## src/rtl/tpg_pkg.sv

```systemverilog
`timescale 1ns/1ps
package tpg_pkg;

    localparam int CODE_W = 4;
    localparam int LVL_W  = 8;

    typedef logic [CODE_W-1:0] pat_code_t;
    typedef logic [LVL_W-1:0]  level_t;

    // Pattern codes
    localparam pat_code_t PAT_BLACK   = 4'd0;
    localparam pat_code_t PAT_WHITE   = 4'd1;
    localparam pat_code_t PAT_RED     = 4'd2;
    localparam pat_code_t PAT_GREEN   = 4'd3;
    localparam pat_code_t PAT_BLUE    = 4'd4;
    localparam pat_code_t PAT_V_GRAY  = 4'd5;
    localparam pat_code_t PAT_V_RED   = 4'd6;
    localparam pat_code_t PAT_V_GREEN = 4'd7;
    localparam pat_code_t PAT_V_BLUE  = 4'd8;
    localparam pat_code_t PAT_H_GRAY  = 4'd9;
    localparam pat_code_t PAT_H_RED   = 4'd10;
    localparam pat_code_t PAT_H_GREEN = 4'd11;
    localparam pat_code_t PAT_H_BLUE  = 4'd12;

    typedef struct packed {
        logic [LVL_W-1:0] r;
        logic [LVL_W-1:0] g;
        logic [LVL_W-1:0] b;
    } rgb_t;

    typedef struct packed {
        logic de;
        logic hs;
        logic vs;
    } sync_t;

    // Drive the selected channels {r,g,b} at one level
    function automatic rgb_t tint(logic [2:0] chan, level_t lvl);
        rgb_t p;
        p.r = chan[2] ? lvl : '0;
        p.g = chan[1] ? lvl : '0;
        p.b = chan[0] ? lvl : '0;
        return p;
    endfunction

    function automatic rgb_t pattern_pixel(pat_code_t code, level_t hlvl, level_t vlvl);
        rgb_t p;
        case (code)
            PAT_WHITE:   p = tint(3'b111, '1);
            PAT_RED:     p = tint(3'b100, '1);
            PAT_GREEN:   p = tint(3'b010, '1);
            PAT_BLUE:    p = tint(3'b001, '1);
            PAT_V_GRAY:  p = tint(3'b111, vlvl);
            PAT_V_RED:   p = tint(3'b100, vlvl);
            PAT_V_GREEN: p = tint(3'b010, vlvl);
            PAT_V_BLUE:  p = tint(3'b001, vlvl);
            PAT_H_GRAY:  p = tint(3'b111, hlvl);
            PAT_H_RED:   p = tint(3'b100, hlvl);
            PAT_H_GREEN: p = tint(3'b010, hlvl);
            PAT_H_BLUE:  p = tint(3'b001, hlvl);
            default:     p = '0;
        endcase
        return p;
    endfunction

    // 18-bit depth: keep the six upper bits of each channel
    function automatic rgb_t depth_mask(rgb_t p, logic reduced);
        rgb_t m;
        m = p;
        if (reduced) begin
            m.r[1:0] = 2'b00;
            m.g[1:0] = 2'b00;
            m.b[1:0] = 2'b00;
        end
        return m;
    endfunction

    function automatic rgb_t flip_bits(rgb_t p, logic inv);
        return inv ? ~p : p;
    endfunction

endpackage

```

## src/rtl/tpg_recip_div.sv

```systemverilog
`timescale 1ns/1ps
// Serial restoring divider: computes (2**Q_W - 1) / den and its remainder.
module tpg_recip_div #(
    parameter int DEN_W = 12,
    parameter int Q_W   = 8
) (
    input  logic             clk,
    input  logic             rst,
    input  logic             start,
    input  logic [DEN_W-1:0] den_in,
    output logic [Q_W-1:0]   quo,
    output logic [DEN_W-1:0] rem,
    output logic [DEN_W-1:0] den
);
    localparam int CNT_W = $clog2(Q_W + 1);

    logic [Q_W-1:0]   num_sr;
    logic [CNT_W-1:0] left;
    logic [DEN_W:0]   trial;
    logic [DEN_W:0]   diff;
    logic             fits;

    always_comb begin
        trial = {rem, num_sr[Q_W-1]};
        diff  = trial - {1'b0, den};
        fits  = (trial >= {1'b0, den});
    end

    always_ff @(posedge clk) begin
        if (rst) begin
            quo    <= '0;
            rem    <= '0;
            den    <= '0;
            num_sr <= '0;
            left   <= '0;
        end else if (start) begin
            den    <= den_in;
            quo    <= '0;
            rem    <= '0;
            num_sr <= '1;
            left   <= (den_in == '0) ? '0 : CNT_W'(Q_W);
        end else if (left != '0) begin
            num_sr <= num_sr << 1;
            quo    <= {quo[Q_W-2:0], fits};
            rem    <= fits ? diff[DEN_W-1:0] : trial[DEN_W-1:0];
            left   <= left - 1'b1;
        end
    end
endmodule

```

## src/rtl/tpg_ramp_step.sv

```systemverilog
`timescale 1ns/1ps
// Exact floor(index * 255 / d) tracker: add the integer step each advance,
// carry one extra when the fractional accumulator reaches d.
module tpg_ramp_step #(
    parameter int DEN_W = 12,
    parameter int LVL_W = 8
) (
    input  logic             clk,
    input  logic             rst,
    input  logic             clear,
    input  logic             advance,
    input  logic [LVL_W-1:0] q,
    input  logic [DEN_W-1:0] r,
    input  logic [DEN_W-1:0] d,
    output logic [LVL_W-1:0] level
);
    localparam logic [LVL_W+1:0] LVL_MAX = {2'b00, {LVL_W{1'b1}}};

    logic [DEN_W-1:0] frac;
    logic [DEN_W:0]   frac_sum;
    logic [DEN_W:0]   frac_wrap;
    logic             carry;
    logic [LVL_W+1:0] next_lvl;

    always_comb begin
        frac_sum  = {1'b0, frac} + {1'b0, r};
        frac_wrap = frac_sum - {1'b0, d};
        carry     = (d != '0) && (frac_sum >= {1'b0, d});
        next_lvl  = {2'b00, level} + {2'b00, q} + {{(LVL_W+1){1'b0}}, carry};
    end

    always_ff @(posedge clk) begin
        if (rst || clear) begin
            level <= '0;
            frac  <= '0;
        end else if (advance) begin
            level <= (next_lvl > LVL_MAX) ? '1 : next_lvl[LVL_W-1:0];
            frac  <= carry ? frac_wrap[DEN_W-1:0] : frac_sum[DEN_W-1:0];
        end
    end
endmodule

```

## src/rtl/tpg_playlist.sv

```systemverilog
`timescale 1ns/1ps
// Auto-scroll list walker
module tpg_playlist #(
    parameter int LIST_N = 16,
    parameter int CODE_W = 4,
    parameter int LEN_W  = 5,
    parameter int IDX_W  = 4
) (
    input  logic                     clk,
    input  logic                     rst,
    input  logic                     frame_start,
    input  logic                     enable,
    input  logic [LEN_W-1:0]         len,
    input  logic [LIST_N*CODE_W-1:0] list,
    input  logic [CODE_W-1:0]        fixed_code,
    output logic [CODE_W-1:0]        code,
    output logic [IDX_W-1:0]         idx
);
    logic [CODE_W-1:0] entries [LIST_N];
    logic [LEN_W-1:0]  idx_inc;
    logic              wrap;

    for (genvar i = 0; i < LIST_N; i++) begin : g_entry
        assign entries[i] = list[i*CODE_W +: CODE_W];
    end

    always_comb begin
        idx_inc = LEN_W'(idx) + LEN_W'(1);
        wrap    = (idx_inc >= len);
        code    = enable ? entries[idx] : fixed_code;
    end

    always_ff @(posedge clk) begin
        if (rst || !enable) begin
            idx <= '0;
        end else if (frame_start) begin
            idx <= wrap ? '0 : idx_inc[IDX_W-1:0];
        end
    end
endmodule

```

## src/rtl/tpg_pixel_out.sv

```systemverilog
`timescale 1ns/1ps
// Second pipeline stage: colour, depth mask, inversion, blanking
module tpg_pixel_out
    import tpg_pkg::*;
(
    input  logic      clk,
    input  logic      rst,
    input  sync_t     sync_in,
    input  pat_code_t code,
    input  level_t    hlvl,
    input  level_t    vlvl,
    input  logic      reduced,
    input  logic      invert,
    output sync_t     sync_out,
    output rgb_t      pix_out
);
    rgb_t raw_pix;
    rgb_t final_pix;

    always_comb begin
        raw_pix   = pattern_pixel(code, hlvl, vlvl);
        final_pix = flip_bits(depth_mask(raw_pix, reduced), invert);
    end

    always_ff @(posedge clk) begin
        if (rst) begin
            sync_out <= '0;
            pix_out  <= '0;
        end else begin
            sync_out <= sync_in;
            pix_out  <= sync_in.de ? final_pix : '0;
        end
    end
endmodule

```

## src/rtl/tpg_top.sv

```systemverilog
`timescale 1ns/1ps
module tpg_top
    import tpg_pkg::*;
#(
    parameter  int DIM_W  = 12,
    parameter  int LIST_N = 16,
    localparam int LEN_W  = $clog2(LIST_N + 1),
    localparam int IDX_W  = $clog2(LIST_N)
) (
    input  logic                     clk,
    input  logic                     rst,
    input  logic                     vid_de,
    input  logic                     vid_hs,
    input  logic                     vid_vs,
    input  logic [DIM_W-1:0]         act_width,
    input  logic [DIM_W-1:0]         act_height,
    input  logic [CODE_W-1:0]        cfg_pattern,
    input  logic                     cfg_18bit,
    input  logic                     cfg_invert,
    input  logic                     cfg_scroll_en,
    input  logic [LEN_W-1:0]         cfg_scroll_len,
    input  logic [LIST_N*CODE_W-1:0] cfg_scroll_list,
    output logic                     out_de,
    output logic                     out_hs,
    output logic                     out_vs,
    output logic [LVL_W-1:0]         out_r,
    output logic [LVL_W-1:0]         out_g,
    output logic [LVL_W-1:0]         out_b
);
    localparam int AXES   = 2;   // 0 horizontal, 1 vertical
    localparam int AX_HOR = 0;
    localparam int AX_VER = 1;

    logic       vs_d, de_d;
    logic       frame_start, line_end;
    pat_code_t  cur_code;
    logic [IDX_W-1:0] scroll_idx;

    logic [DIM_W-1:0] ax_den_in [AXES];
    logic [DIM_W-1:0] ax_rem    [AXES];
    logic [DIM_W-1:0] ax_den    [AXES];
    logic [LVL_W-1:0] ax_quo    [AXES];
    logic [LVL_W-1:0] ax_level  [AXES];
    logic             ax_clear  [AXES];
    logic             ax_adv    [AXES];

    sync_t     s1_sync;
    pat_code_t s1_code;
    level_t    s1_hlvl, s1_vlvl;
    sync_t     s2_sync;
    rgb_t      s2_pix;

    always_comb begin
        frame_start       = vid_vs & ~vs_d;
        line_end          = de_d & ~vid_de;
        ax_den_in[AX_HOR] = (act_width  == '0) ? '0 : act_width  - 1'b1;
        ax_den_in[AX_VER] = (act_height == '0) ? '0 : act_height - 1'b1;
        ax_clear[AX_HOR]  = ~vid_de;
        ax_adv[AX_HOR]    = vid_de;
        ax_clear[AX_VER]  = frame_start;
        ax_adv[AX_VER]    = line_end;
    end

    for (genvar a = 0; a < AXES; a++) begin : g_axis
        tpg_recip_div #(.DEN_W(DIM_W), .Q_W(LVL_W)) u_div (
            .clk    (clk),
            .rst    (rst),
            .start  (frame_start),
            .den_in (ax_den_in[a]),
            .quo    (ax_quo[a]),
            .rem    (ax_rem[a]),
            .den    (ax_den[a])
        );
        tpg_ramp_step #(.DEN_W(DIM_W), .LVL_W(LVL_W)) u_step (
            .clk     (clk),
            .rst     (rst),
            .clear   (ax_clear[a]),
            .advance (ax_adv[a]),
            .q       (ax_quo[a]),
            .r       (ax_rem[a]),
            .d       (ax_den[a]),
            .level   (ax_level[a])
        );
    end

    tpg_playlist #(
        .LIST_N (LIST_N),
        .CODE_W (CODE_W),
        .LEN_W  (LEN_W),
        .IDX_W  (IDX_W)
    ) u_list (
        .clk         (clk),
        .rst         (rst),
        .frame_start (frame_start),
        .enable      (cfg_scroll_en),
        .len         (cfg_scroll_len),
        .list        (cfg_scroll_list),
        .fixed_code  (cfg_pattern),
        .code        (cur_code),
        .idx         (scroll_idx)
    );

    // First pipeline stage
    always_ff @(posedge clk) begin
        if (rst) begin
            vs_d    <= 1'b0;
            de_d    <= 1'b0;
            s1_sync <= '0;
            s1_code <= '0;
            s1_hlvl <= '0;
            s1_vlvl <= '0;
        end else begin
            vs_d    <= vid_vs;
            de_d    <= vid_de;
            s1_sync <= {vid_de, vid_hs, vid_vs};
            s1_code <= cur_code;
            s1_hlvl <= ax_level[AX_HOR];
            s1_vlvl <= ax_level[AX_VER];
        end
    end

    tpg_pixel_out u_out (
        .clk      (clk),
        .rst      (rst),
        .sync_in  (s1_sync),
        .code     (s1_code),
        .hlvl     (s1_hlvl),
        .vlvl     (s1_vlvl),
        .reduced  (cfg_18bit),
        .invert   (cfg_invert),
        .sync_out (s2_sync),
        .pix_out  (s2_pix)
    );

    assign out_de = s2_sync.de;
    assign out_hs = s2_sync.hs;
    assign out_vs = s2_sync.vs;
    assign out_r  = s2_pix.r;
    assign out_g  = s2_pix.g;
    assign out_b  = s2_pix.b;
endmodule

```

## config.mk

```make
export PLATFORM = sky130hd
export DESIGN_NAME = tpg_top
export DESIGN_NICKNAME = d
export VERILOG_FILES = /design/src/rtl/tpg_pkg.sv /design/src/rtl/tpg_recip_div.sv /design/src/rtl/tpg_ramp_step.sv /design/src/rtl/tpg_playlist.sv /design/src/rtl/tpg_pixel_out.sv /design/src/rtl/tpg_top.sv
export SDC_FILE = /design/constraint.sdc
export NUM_CORES = 1
export LEC_CHECK = 0
export ABC_CLOCK_PERIOD_IN_PS = 6360
export BUFFER_PORTS_ARGS = -buffer_cell sky130_fd_sc_hd__buf_2
export CAP_MARGIN = 0
export CORE_MARGIN = 4
export CORE_UTILIZATION = 50
export DETAILED_ROUTE_END_ITERATION = 8
export PLACE_DENSITY = 0.7
export RECOVER_POWER = 25
export SLEW_MARGIN = 20
export SYNTH_ARGS = -nofsm -noshare
export SYNTH_HDL_FRONTEND = slang
export SYNTH_SLANG_ARGS = --single-unit
```

## constraint.sdc

```tcl
create_clock -name clk -period 6.36 [get_ports clk]
set_clock_uncertainty 0.2 [all_clocks]
set_input_delay 1.272 -clock clk [delete_from_list [all_inputs] [get_ports clk]]
set_output_delay 1.272 -clock clk [all_outputs]
set_load 0.03 [all_outputs]
```

Word-level counts from Yosys, hierarchy flattened --
Cells that the tools add are included.
Storage, ports and cells: output and inout bits 27, input bits 105, register bits 182, logic and storage cells 115
Cells by class: bitwise gates (word level) 7, reductions and logical operators 18, add/sub/neg operators 15, eq/ne operators 12, $lt $le $gt $ge 8, multiplexer cells 28
Operators with widths (count):
- $pmux W24 S12 | 1
- $mux W12 | 6
- $ge A13 B12 Y1 | 4
- $logic_not A12 Y1 | 4
- $mux W8 | 6
- $sub A12 B12 Y12 | 4
- $mux W4 | 10
- $add A12 B12 Y13 | 2
- $mux W24 | 1
- $not A24 Y24 | 1
- $reduce_bool A12 Y1 | 2
- $sub A12 B1 Y12 const B | 2
- $add A10 B1 Y10 | 2
- $eq A4 B4 Y1 const B | 5
- $gt A10 B8 Y1 const B | 2
- $add A8 B8 Y9 | 2
- $bmux W4 S4 | 1
- $eq A4 B3 Y1 const B | 4
- $eq A4 B2 Y1 const B | 2
- $reduce_bool A4 Y1 | 2
- $sub A4 B1 Y4 const B | 2
- $mux W2 | 3
- $add A4 B1 Y5 const B | 1
- $ge A5 B5 Y1 | 1
- 10 further kinds | 18

Longest topological paths before layout --
Gate-level depths: netlist of run 1.
depth after elaboration 6, gate-level depth with buffers 23, mapped depth without buffers 22

By module --
From an unflattened synthesis of run 1, not the netlist that was laid out.
Unflattened totals: cells, all modules 1523, area, all modules 12924.9 um2
By module, submodules not included:
- tpg_recip_div | area each 2285.9 um2, instances 2, seq. area each 880.8 um2, cells an instance 278
- tpg_ramp_step (g_axis[0].u_step) | area each 2361.0 um2, instances 1, seq. area each 400.4 um2, cells an instance 295
- tpg_ramp_step (g_axis[1].u_step) | area each 2319.7 um2, instances 1, seq. area each 400.4 um2, cells an instance 280
- tpg_pixel_out | area each 1525.2 um2, instances 1, seq. area each 540.5 um2, cells an instance 169
- tpg_top | area each 1219.9 um2, instances 1, seq. area each 460.4 um2, cells an instance 142
- tpg_playlist | area each 927.1 um2, instances 1, seq. area each 80.1 um2, cells an instance 81

Worst setup path before layout of run 1 --
OpenSTA, ideal clock, no wires.
path kind reg-to-reg, from reg g_axis[1].u_div.rem[0], to reg g_axis[1].u_step.level[0], period minus slack after synthesis 4.891 ns, slack 1.469 ns, cell stages (with the launch flop) 24, data arrival time 4.566 ns, buffers on the path 2, library setup time 0.125 ns, data required time 6.035 ns, path through dfxtp_1 ha_1 inv_1 fa_1 nand2b_1 a21oi_1 o211a_1 mux2i_1 nand2_1 ha_1 a211oi_1 nand2_1 nor3_1 a2bb2oi_1 o41a_1 buf_2 buf_2 inv_1 ha_1 and3_1 and3_1 or4_1 mux2i_4 a21oi_1
On the way: cells in the longest elaborated chain, start to end 6
Ends and longest elaborated chain:
- start, declared | line tpg_recip_div.sv:12 | output logic [DEN_W-1:0] rem,
- start signal, assigned | line tpg_recip_div.sv:45 | rem <= fits ? diff[DEN_W-1:0] : trial[DEN_W-1:0];
- $add A12 B12 Y13 (*) | line tpg_ramp_step.sv:26 | frac_sum = {1'b0, frac} + {1'b0, r};
- $ge A13 B12 Y1 (*) | line tpg_ramp_step.sv:28 | carry = (d != '0) && (frac_sum >= {1'b0, d});
- $logic_and A1 B1 Y1 (*) | line tpg_ramp_step.sv:28
- $add A10 B1 Y10 (*) | line tpg_ramp_step.sv:29 | next_lvl = {2'b00, level} + {2'b00, q} + {{(LVL_W+1){1'b0}}, carry};
- $gt A10 B8 Y1 | line tpg_ramp_step.sv:37 | level <= (next_lvl > LVL_MAX) ? '1 : next_lvl[LVL_W-1:0];
- $mux W8 (*) | line tpg_ramp_step.sv:37
- end signal, assigned | line tpg_ramp_step.sv:37
- end, declared | line tpg_ramp_step.sv:15 | output logic [LVL_W-1:0] level
Every way passes the cells marked *; elsewhere a longest branch is shown, timed or not. A chain may end at the register's enable or synchronous reset.

Final worst setup path of run 1 --
from reg g_axis[1].u_div.rem[1], to reg g_axis[1].u_step.level[7]
The elaborated chain is that of the path after synthesis.

==> flow_summary.ini, run 1 <==
[run_status]
status = finished clean

[logic_synthesis]
synth_area_mm2 = 0.0122
synthTopCellsByArea = dfxtp_1 (30%), ha_1 (10%), a21oi_1 (4.7%)
ys_seq_elements = 182
syn_area_per_cell_um2 = 8.40
synth.distinct_cells = 76
synthCells = 1454
synth_ff_type = dfxtp_1
yosys_warnings = 0
synth_top_area_cell = dfxtp_1
yosys.area.top_type_share_pct = 29.8
synth_common_cells = dfxtp_1 (182), nand2_1 (132), nor2_1 (130)
synth_nets = 1669
synth_edf_count = 0
yosysMostFrequentCell = dfxtp_1
synthArstFlopShare_pct = 0
seq_area_frac_synth_pct = 29.8

[global_route]
grtUsageTotal_pct = 22.2
grt_pass1_wl_mm = 49.5
overflow = 0
antenna_found_initial = 0
grt_pass1_vias = 10274
grt_max_degree = 42

[placement]
dp_hpwl_mm = 23.0
gp_congestion = 0.912
port_buffers = 131

[timing]
fin_setup_tns_ns = 0
slew_violations = 0
worst_pin_slew_ns = 1.30
period_minus_slack_ns = 5.05
period_share_pct = 79.4
grt_setup_unrepaired = no
relSlewSlack_pct = 13.4
max_freq_mhz = 198
holdWs_ns = 0.248
hold_viol = 0
setup_viol = 0

[pwr]
p_per_area_mw_per_mm2 = 457
fin_total_pwr_mw = 6.25
leakage_nw = 5.90
power.share.clock_pct = 17.6
p_sw_mw = 2.76
p_int_mw = 3.49
combPwrFrac_pct = 59.1
pwr-share-seq_pct = 23.3
vdd_drop_max_v = 0.000357
p_sw_share_pct = 44.1

[floorplan]
die_w_um = 164
fp.dieArea_mm2 = 0.0270
io_pins = 132
row_count = 56
core_area_mm2 = 0.0238
chipHeight_um = 164
start_util_pct = 51.4

[detailed_routing]
wl_per_cell_um = 16.1
ant_nets = 0
num_vias = 10701
drcViolationCount = 0
first_iter_violations = 763
first_pass_iters = 5
drt-total-wl_mm = 30.3
viasPerCell = 5.68

[critical_path]
start_kind = register
crit_fanout = 8
r2r-start = g_axis[1].u_div.rem[1]
criticalPathCategory = reg2reg
rr_endpoint = g_axis[1].u_step.level[7]
r2r_cells = 19
cp-end-kind = register
required_ns = 6.46
r2r_slack_ns = 1.31
crit_arrival_ns = 5.15

[run]
maxCapViolCount = 0

[clocking]
cts.sinks = 182
cts-buffers-inserted = 17
cts_buffer_depth = 2
cts_root_buf = clkbuf_16
ctsHtreeMaxLevel = 4
insertion_delay_ns = 0.44
cts_tree = yes
cts_resized = 0
postCtsHoldBufs = 0
post_cts_buffers = 0
path_clk_slew_ns = 0.07

[min_path]
hp-class = reg2reg
hold_depth = 1
min_from = s1_sync[1]
hold_end = u_out.sync_out[1]

[finish]
area_growth_pct = 12.0
drive_gt1_share_pct = 13.2
n_antenna_cell = 0
fin_nets = 1767
fillers = 2129
fin_util_pct = 57.6
logic make-up (layout without fill, tap and decap cells):
group / Yosys count / count (layout) / synth area share, %
simple gates: 472 / 472 / 18.8
compound gates: 385 / 385 / 19.7
flops: 182 / 182 / 29.8
buf+inv: 128 / 239 / 4.29
fa+ha+maj: 110 / 110 / 11.8
xor+xnor: 109 / 109 / 7.82
mux: 68 / 68 / 7.80
layer usage:
metal  wire [um]  share of wire [%]  global-route usage [%]  vias to the layer above
met1       14000                 46                    30.0                     5031
met3        1030                3.4                    2.76                       38
met2       14700                 49                    37.7                      207
met5           0                  0                       0                        -
met4         471                1.6                    5.72                        0
li1            -                  -                       -                     5425
critical path, stage by stage (launching register included):
cell and delay [ns]:
dfxtp_1 0.35, ha_1 0.32, a211oi_1 0.22, o21bai_1 0.15, o41ai_1 0.49, a31oi_1 0.17, xor2_1 0.19, ha_1 0.35
a211oi_1 0.23, nand2_1 0.09, nor3_1 0.17, a2bb2oi_1 0.17, o41a_1 0.19, inv_1 0.05, ha_1 0.21, and3_1 0.19
and3_1 0.22, or4_1 0.56, mux2i_4 0.29, a21oi_1 0.11
registers in the layout, summed over array words and instances (netlist names):
name / count
g_axis.u_div.den: 24
g_axis.u_div.left: 8
g_axis.u_div.num_sr: 16
g_axis.u_div.quo: 16
g_axis.u_div.rem: 24
g_axis.u_step.frac: 24
g_axis.u_step.level: 16
s1_code: 4
s1_hlvl: 8
s1_sync: 3
s1_vlvl: 8
u_list.idx: 4
u_out.pix_out: 24
u_out.sync_out: 3
cell type report:
type	instances	area [um2]	area share [%]
timing repair buffer	139	701	5.12
multi-input combinational	1144	8060	59.0
inverter	68	255	1.87
tap	319	399	2.92
sequential	182	3640	26.7
clock buffer	18	439	3.21
clock inverter	14	174	1.27
worst max-delay path by stage:
stage                            from                         to  slack [ns]
3_3_place_gp   g_axis[1].u_div.rem[1]  g_axis[1].u_step.level[1]        1.48
3_5_place_dp   g_axis[1].u_div.rem[1]  g_axis[1].u_step.level[4]        1.32
5_1_grt        g_axis[1].u_div.rem[1]  g_axis[1].u_step.level[7]        0.94
4_1_cts        g_axis[1].u_div.rem[1]  g_axis[1].u_step.level[4]        1.28
2_1_floorplan  g_axis[1].u_div.rem[0]  g_axis[1].u_step.level[0]        1.47
6_report       g_axis[1].u_div.rem[1]  g_axis[1].u_step.level[7]        1.31
stage by stage:
stage / cells / setup slack (ns) / area (um2)
after CTS: 1884 / 1.28 / 13700
after detailed placement: 1852 / 1.32 / 13100
final: 1884 / 1.31 / 13700
after global placement: 1852 / 1.48 / 13100
after floorplan: 1454 / 1.47 / 12200
after global routing: 1884 / 0.944 / 13700
power groups by stage:
stage	clock (mW)	combinational (mW)	sequential, mW
after floorplan	0	3.08	1.44
after global placement	0	3.58	1.47
after detailed placement	0	3.63	1.48
after CTS	1.11	3.66	1.45
after global routing	1.16	4.12	1.48
final	1.10	3.69	1.46
cells in the final DEF (no fill, tap or decap), types with 7 or more instances in the layout:
master | Yosys | routed
a211oi_1 | 25 | 25
a21o_1 | 15 | 15
a21oi_1 | 114 | 114
a31oi_1 | 28 | 28
and3_1 | 16 | 16
buf_2 | 4 | 122
buf_4 | 0 | 7
clkbuf_1 | 49 | 10
clkbuf_16 | 0 | 17
dfxtp_1 | 182 | 181
fa_1 | 8 | 8
ha_1 | 102 | 102
inv_1 | 68 | 68
mux2i_1 | 43 | 43
mux4_2 | 20 | 20
nand2_1 | 132 | 132
nand2b_1 | 24 | 24
nand3_1 | 26 | 26
nor2_1 | 130 | 129
nor2b_1 | 46 | 46
nor3_1 | 39 | 39
nor4_1 | 17 | 17
o211ai_1 | 9 | 9
o21a_1 | 18 | 18
o21ai_0 | 91 | 91
o22ai_1 | 21 | 21
o31a_1 | 7 | 7
xnor2_1 | 59 | 59
xor2_1 | 50 | 50
No activity file was read; power rests on OpenSTA's default activity.
==> run 2: changes to the inputs <==
--- a/config.mk
+++ b/config.mk
@@ -5,7 +5,7 @@
 export SDC_FILE = /design/constraint.sdc
 export NUM_CORES = 1
 export LEC_CHECK = 0
-export ABC_CLOCK_PERIOD_IN_PS = 6360
+export ABC_CLOCK_PERIOD_IN_PS = 4800
 export BUFFER_PORTS_ARGS = -buffer_cell sky130_fd_sc_hd__buf_2
 export CAP_MARGIN = 0
 export CORE_MARGIN = 4
==> constraint.sdc (replaced) <==
create_clock -name clk -period 4.8 [get_ports clk]
set_clock_uncertainty 0.2 [all_clocks]
set_input_delay 0.96 -clock clk [delete_from_list [all_inputs] [get_ports clk]]
set_output_delay 0.96 -clock clk [all_outputs]
set_load 0.03 [all_outputs]
==> run 2 against run 1 <==
Net effect: register-to-register slack worse by 1.2 ns; clock-buffer cell count stayed put; total power is 36% higher; clock power is 29% higher; design area is 2.7% higher; wire length is 1.5% higher; sequential power is 33% higher; critical path depth is 2 higher; via count is 0.87% higher; critical path type unchanged.
==> flow_summary.ini, run 2 (synthesized netlist as in run 1, its figures left out) <==
[finish]
area_growth_pct = 15.0
fin_nets = 1789
fin_util_pct = 59.1
drive_gt1_share_pct = 16.3
stdcell_area_mm2 = 0.0140
n_antenna_cell = 0
layout_common_cells = dfxtp_1 (176), nand2_1 (131), nor2_1 (128)
layout_commonest_cell = dfxtp_1

[global_route]
overflow = 0
antenna_found_initial = 0
grt_pass1_wl_mm = 50.1
grt_max_degree = 42
grt_pass1_vias = 10576
grtUsageTotal_pct = 22.4

[clocking]
postCtsHoldBufs = 0
ctsHtreeMaxLevel = 4
cts_buffer_depth = 2
cts-buffers-inserted = 17
cts_root_buf = clkbuf_16
cts.sinks = 182
cts_tree = yes
path_clk_slew_ns = 0.08
insertion_delay_ns = 0.44

[critical_path]
crit_fanout = 8
worst_path_max_delay_cell = or4_4
cp_num_buf_inv = 3
crit_family = compound AO/OA/AOI/OAI gates
criticalPathCategory = reg2reg
start_kind = register
cp_common_cell = a211oi_2
cp-end-kind = register
crit_arrival_ns = 4.80
max_stage_delay_ns = 0.43
path_cells = ha_4 > a211oi_2 > o21bai_2 > o41ai_2 > buf_4 > a31oi_1 > xor2_1 > ha_1 > a211oi_2 > nand2_1 > nor3_2 > a2bb2oi_1 > o41a_1 > inv_1 > ha_2 > and3_4 > and3_1 > or4_4 > mux2i_4 > buf_12 > a21oi_1
required_ns = 4.93

[floorplan]
chipHeight_um = 164
core_area_mm2 = 0.0238
io_pins = 132
die_w_um = 164
start_util_pct = 51.4
fp.dieArea_mm2 = 0.0270
row_count = 56

[placement]
placed_area_mm2 = 0.0132
pre_cts_slack_ns = -0.139
gp_congestion = 0.881
port_buffers = 131
dp_hpwl_mm = 23.2

[timing]
hold_viol = 0
relSlewSlack_pct = 2.68
period_minus_slack_ns = 4.67
slew_violations = 0
period_share_pct = 97.3
max_freq_mhz = 214
setup_viol = 0
worst_pin_slew_ns = 1.46
layout_setup_ws_ns = 0.131
fin_setup_tns_ns = 0

[run]
maxCapViolCount = 0

[detailed_routing]
viasPerCell = 5.66
first_pass_iters = 5
drcViolationCount = 0
ant_nets = 0
drt-total-wl_mm = 30.7
first_iter_violations = 804
wl_per_cell_um = 16.1
num_vias = 10794

[run_status]
status = finished clean

[pwr]
fin_total_pwr_mw = 8.50
p_per_area_mw_per_mm2 = 605
leakage_nw = 5.98
vdd_drop_max_v = 0.000555

[min_path]
hp-class = reg2reg
[run 2: cell types whose count changed in the layout (fill, tap and decap cells not counted), moves of 4 or more]
cell / delta
ha_4: +4
buf_2: -8
a21oi_1: -5
buf_4: +19
ha_1: -10
clkbuf_1: +11
dfxtp_1: -5
ha_2: +6
a21oi_2: +4
[run 2: report_power, final]
part           leakage [nW]  internal, mW  switching (mW)
logic                  4.20          2.25            2.88
clock network         0.297         0.752           0.673
registers              1.49          1.73           0.204
[run 2: tightest hold or removal path: cells and delay by family, from the launching register on]
kind               cells  cell delay, ns
AOI/OAI and AO/OA      1            0.05
and+or+nand+nor        1            0.06
DFF                    1            0.32
[run 2: layer usage]
| layer | track usage, % | routed length, um | up-vias | share of wire, % |
|---|---|---|---|---|
| met5 | 0 | 0 | - | 0 |
| met4 | 5.68 | 497 | 0 | 1.6 |
| met2 | 38.6 | 15200 | 205 | 49 |
| met1 | 29.3 | 13800 | 5084 | 45 |
| met3 | 3.51 | 1220 | 36 | 4.0 |
| li1 | - | - | 5469 | - |
[run 2: cell type report]
cell class | instances | area, um2
Clock inverter | 14 | 174
Inverter | 68 | 255
Multi-Input combinational cell | 1144 | 8260
Sequential cell | 182 | 3660
Fill cell | 2121 | 9710
Tap cell | 319 | 399
Clock buffer | 18 | 429
Timing Repair Buffer | 161 | 861
[run 2: timing repair]
item                                    CTS  global route
endpoints found under the setup margin   13            16
buffers inserted                          0             9
pin swaps                                 3            23
resized for setup                        12            40
[run 2: per-stage QoR]
step,instances,hold WS [ns]
floorplan,1454,0.214
finish,1906,0.272
global route,1906,0.290
global placement,1865,0.218
detailed placement,1865,0.240
CTS,1897,0.269
[run 2: worst paths after layout]
check	startpoint	endpoint	slack, ns	depth (start not counted)
worst max-delay path	g_axis[1].u_step.frac[1]	g_axis[1].u_step.level[0]	0.13	21
worst min-delay path	g_axis[0].u_div.quo[7]	g_axis[0].u_div.quo[7]	0.27	2
worst max register to register	g_axis[1].u_step.frac[1]	g_axis[1].u_step.level[0]	0.13	21
worst min register to register	g_axis[0].u_div.quo[7]	g_axis[0].u_div.quo[7]	0.27	2
==> run 3: changes to the inputs <==
--- a/config.mk
+++ b/config.mk
@@ -8,10 +8,12 @@
 export ABC_CLOCK_PERIOD_IN_PS = 4800
 export BUFFER_PORTS_ARGS = -buffer_cell sky130_fd_sc_hd__buf_2
 export CAP_MARGIN = 0
+export CELL_PAD_IN_SITES_DETAIL_PLACEMENT = 1
+export CELL_PAD_IN_SITES_GLOBAL_PLACEMENT = 1
 export CORE_MARGIN = 4
-export CORE_UTILIZATION = 50
+export CORE_UTILIZATION = 45
 export DETAILED_ROUTE_END_ITERATION = 8
-export PLACE_DENSITY = 0.7
+export PLACE_DENSITY_LB_ADDON = 0.1
 export RECOVER_POWER = 25
 export SLEW_MARGIN = 20
 export SYNTH_ARGS = -nofsm -noshare
==> run 3 against run 2 <==
Net effect: the run now ends with capacitance limit, slew limit left; first-iteration DRC count is 48% lower; via count is 2.0% higher; register-to-register slack better by 0.06 ns; critical path depth stayed put; sequential share of layout area hardly changed; sequential cell count stayed put; critical path type unchanged; highest routed layer unchanged.
==> flow_summary.ini, run 3 (synthesized netlist as in run 1, its figures left out) <==
[critical_path]
required_ns = 4.93
criticalPathCategory = reg2reg
crit_fanout = 8
crit_arrival_ns = 4.74
cp-end-kind = register
start_kind = register

[clocking]
cts_buffer_depth = 2
cts_tree = yes
path_clk_slew_ns = 0.08
ctsHtreeMaxLevel = 4
cts-buffers-inserted = 17
cts_root_buf = clkbuf_16
insertion_delay_ns = 0.44
cts.sinks = 182

[run_status]
violations = capacitance limit, slew limit
status = finished with violations

[detailed_routing]
ant_nets = 0
first_pass_iters = 4
viasPerCell = 5.72
drcViolationCount = 0
drt-total-wl_mm = 35.6
first_iter_violations = 422
num_vias = 11012
wl_per_cell_um = 18.5

[pwr]
p_sw_share_pct = 45.1
p_int_mw = 4.71
vdd_drop_max_v = 0.000558
p_per_area_mw_per_mm2 = 614
fin_total_pwr_mw = 8.59
pwr-share-seq_pct = 22.4
leakage_nw = 5.96
combPwrFrac_pct = 60.7
power.share.clock_pct = 16.9
p_sw_mw = 3.88

[finish]
drive_gt1_share_pct = 15.2
fin_nets = 1787
multiInputGateArea_mm2 = 0.00820
fillers = 3227
n_antenna_cell = 0
layout_commonest_cell = dfxtp_1
ff_latch_area_mm2 = 0.00364
layout_common_cells = dfxtp_1 (182), nand2_1 (132), nor2_1 (128)
area_growth_pct = 14.5

[global_route]
grt_pass1_vias = 11417
antenna_found_initial = 0
overflow = 0
grtUsageTotal_pct = 23.2
grt_max_degree = 44
grt_pass1_wl_mm = 57.9

[placement]
dp_hpwl_mm = 27.7
gp_congestion = 0.869
pre_cts_slack_ns = -0.123
port_buffers = 131

[timing]
period_share_pct = 96.0
max_freq_mhz = 217
worst_pin_slew_ns = 1.53
fin_setup_tns_ns = 0
slew_violations = 33
setup_viol = 0
hold_viol = 0
relSlewSlack_pct = -1.69
period_minus_slack_ns = 4.61
layout_setup_ws_ns = 0.192

[run]
maxCapViolCount = 1

[floorplan]
die_w_um = 173
row_count = 60
io_pins = 132
core_area_mm2 = 0.0268
start_util_pct = 45.6
fp.dieArea_mm2 = 0.0298
chipHeight_um = 173

[min_path]
hp-class = reg2reg
==> run 3: cell types whose count changed in the layout (fill, tap and decap cells not counted), moves of 4 or more <==
cell / change
buf_2: -8
clkbuf_1: +5
inv_8: -4
dfxtp_1: +6
ha_1: +6
==> run 3: worst max-delay path: stages (launching register included) <==
cell      delay, ns
dfxtp_1        0.35
ha_2           0.20
inv_1          0.05
fa_2           0.35
nand2b_4       0.16
nand2b_1       0.07
a21oi_1        0.08
xnor2_1        0.22
ha_1           0.34
a21oi_1        0.26
and2_1         0.23
a21oi_1        0.11
nor2_1         0.20
o41a_1         0.18
inv_1          0.05
ha_1           0.19
and3_1         0.17
and3_1         0.20
or4_4          0.52
mux2i_4        0.18
buf_12         0.15
a21oi_2        0.05
==> run 3: final timing paths <==
path         cells after the start                   start  slack, ns                         to
min                              1              s1_sync[1]       0.25          u_out.sync_out[1]
max                             21  g_axis[1].u_div.rem[0]       0.19  g_axis[1].u_step.level[0]
max reg2reg                     21  g_axis[1].u_div.rem[0]       0.19  g_axis[1].u_step.level[0]
min reg2reg                      1              s1_sync[1]       0.25          u_out.sync_out[1]
==> run 3: per-stage QoR <==
| step | hold WS (ns) | utilization (%) | std cells | cell area (um2) |
|---|---|---|---|---|
| 6_report | 0.251 | 52.2 | 1926 | 14000 |
| 5_1_grt | 0.275 | 52.2 | 1926 | 14000 |
| 4_1_cts | 0.252 | 51.7 | 1921 | 13800 |
| 3_5_place_dp | 0.234 | 49.3 | 1888 | 13200 |
| 3_3_place_gp | 0.224 | 49.3 | 1888 | 13200 |
| 2_1_floorplan | 0.214 | - | 1454 | 12200 |
==> run 3: what timing repair did <==
action	in CTS	in global routing
gates resized for setup	6	30
setup buffers	1	5
setup endpoints to repair	13	16
hold buffers	0	0
pin swaps	2	13
==> run 3: metal layers <==
metal,global-route usage (%),vias to the layer above,share of wire [%]
met5,0,-,0
met4,6.48,0,2.1
met3,3.28,54,2.1
met2,41.8,120,51
met1,28.9,5380,45
li1,-,5458,-
==> run 3: cell type report <==
class,instances,area share (%)
timing repair buffer,159,6.03
inverter,68,1.82
clock inverter,15,1.37
sequential,182,26.0
multi-input combinational,1144,58.6
tap,341,3.05
clock buffer,17,3.04
==> run 3: power groups by stage <==
stage / sequential [mW] / combinational (mW) / clock, mW
6_report: 1.92 / 5.21 / 1.45
2_1_floorplan: 1.90 / 4.10 / 0
3_3_place_gp: 1.94 / 4.93 / 0
3_5_place_dp: 1.95 / 5.05 / 0
4_1_cts: 1.92 / 5.10 / 1.48
5_1_grt: 1.96 / 5.76 / 1.54
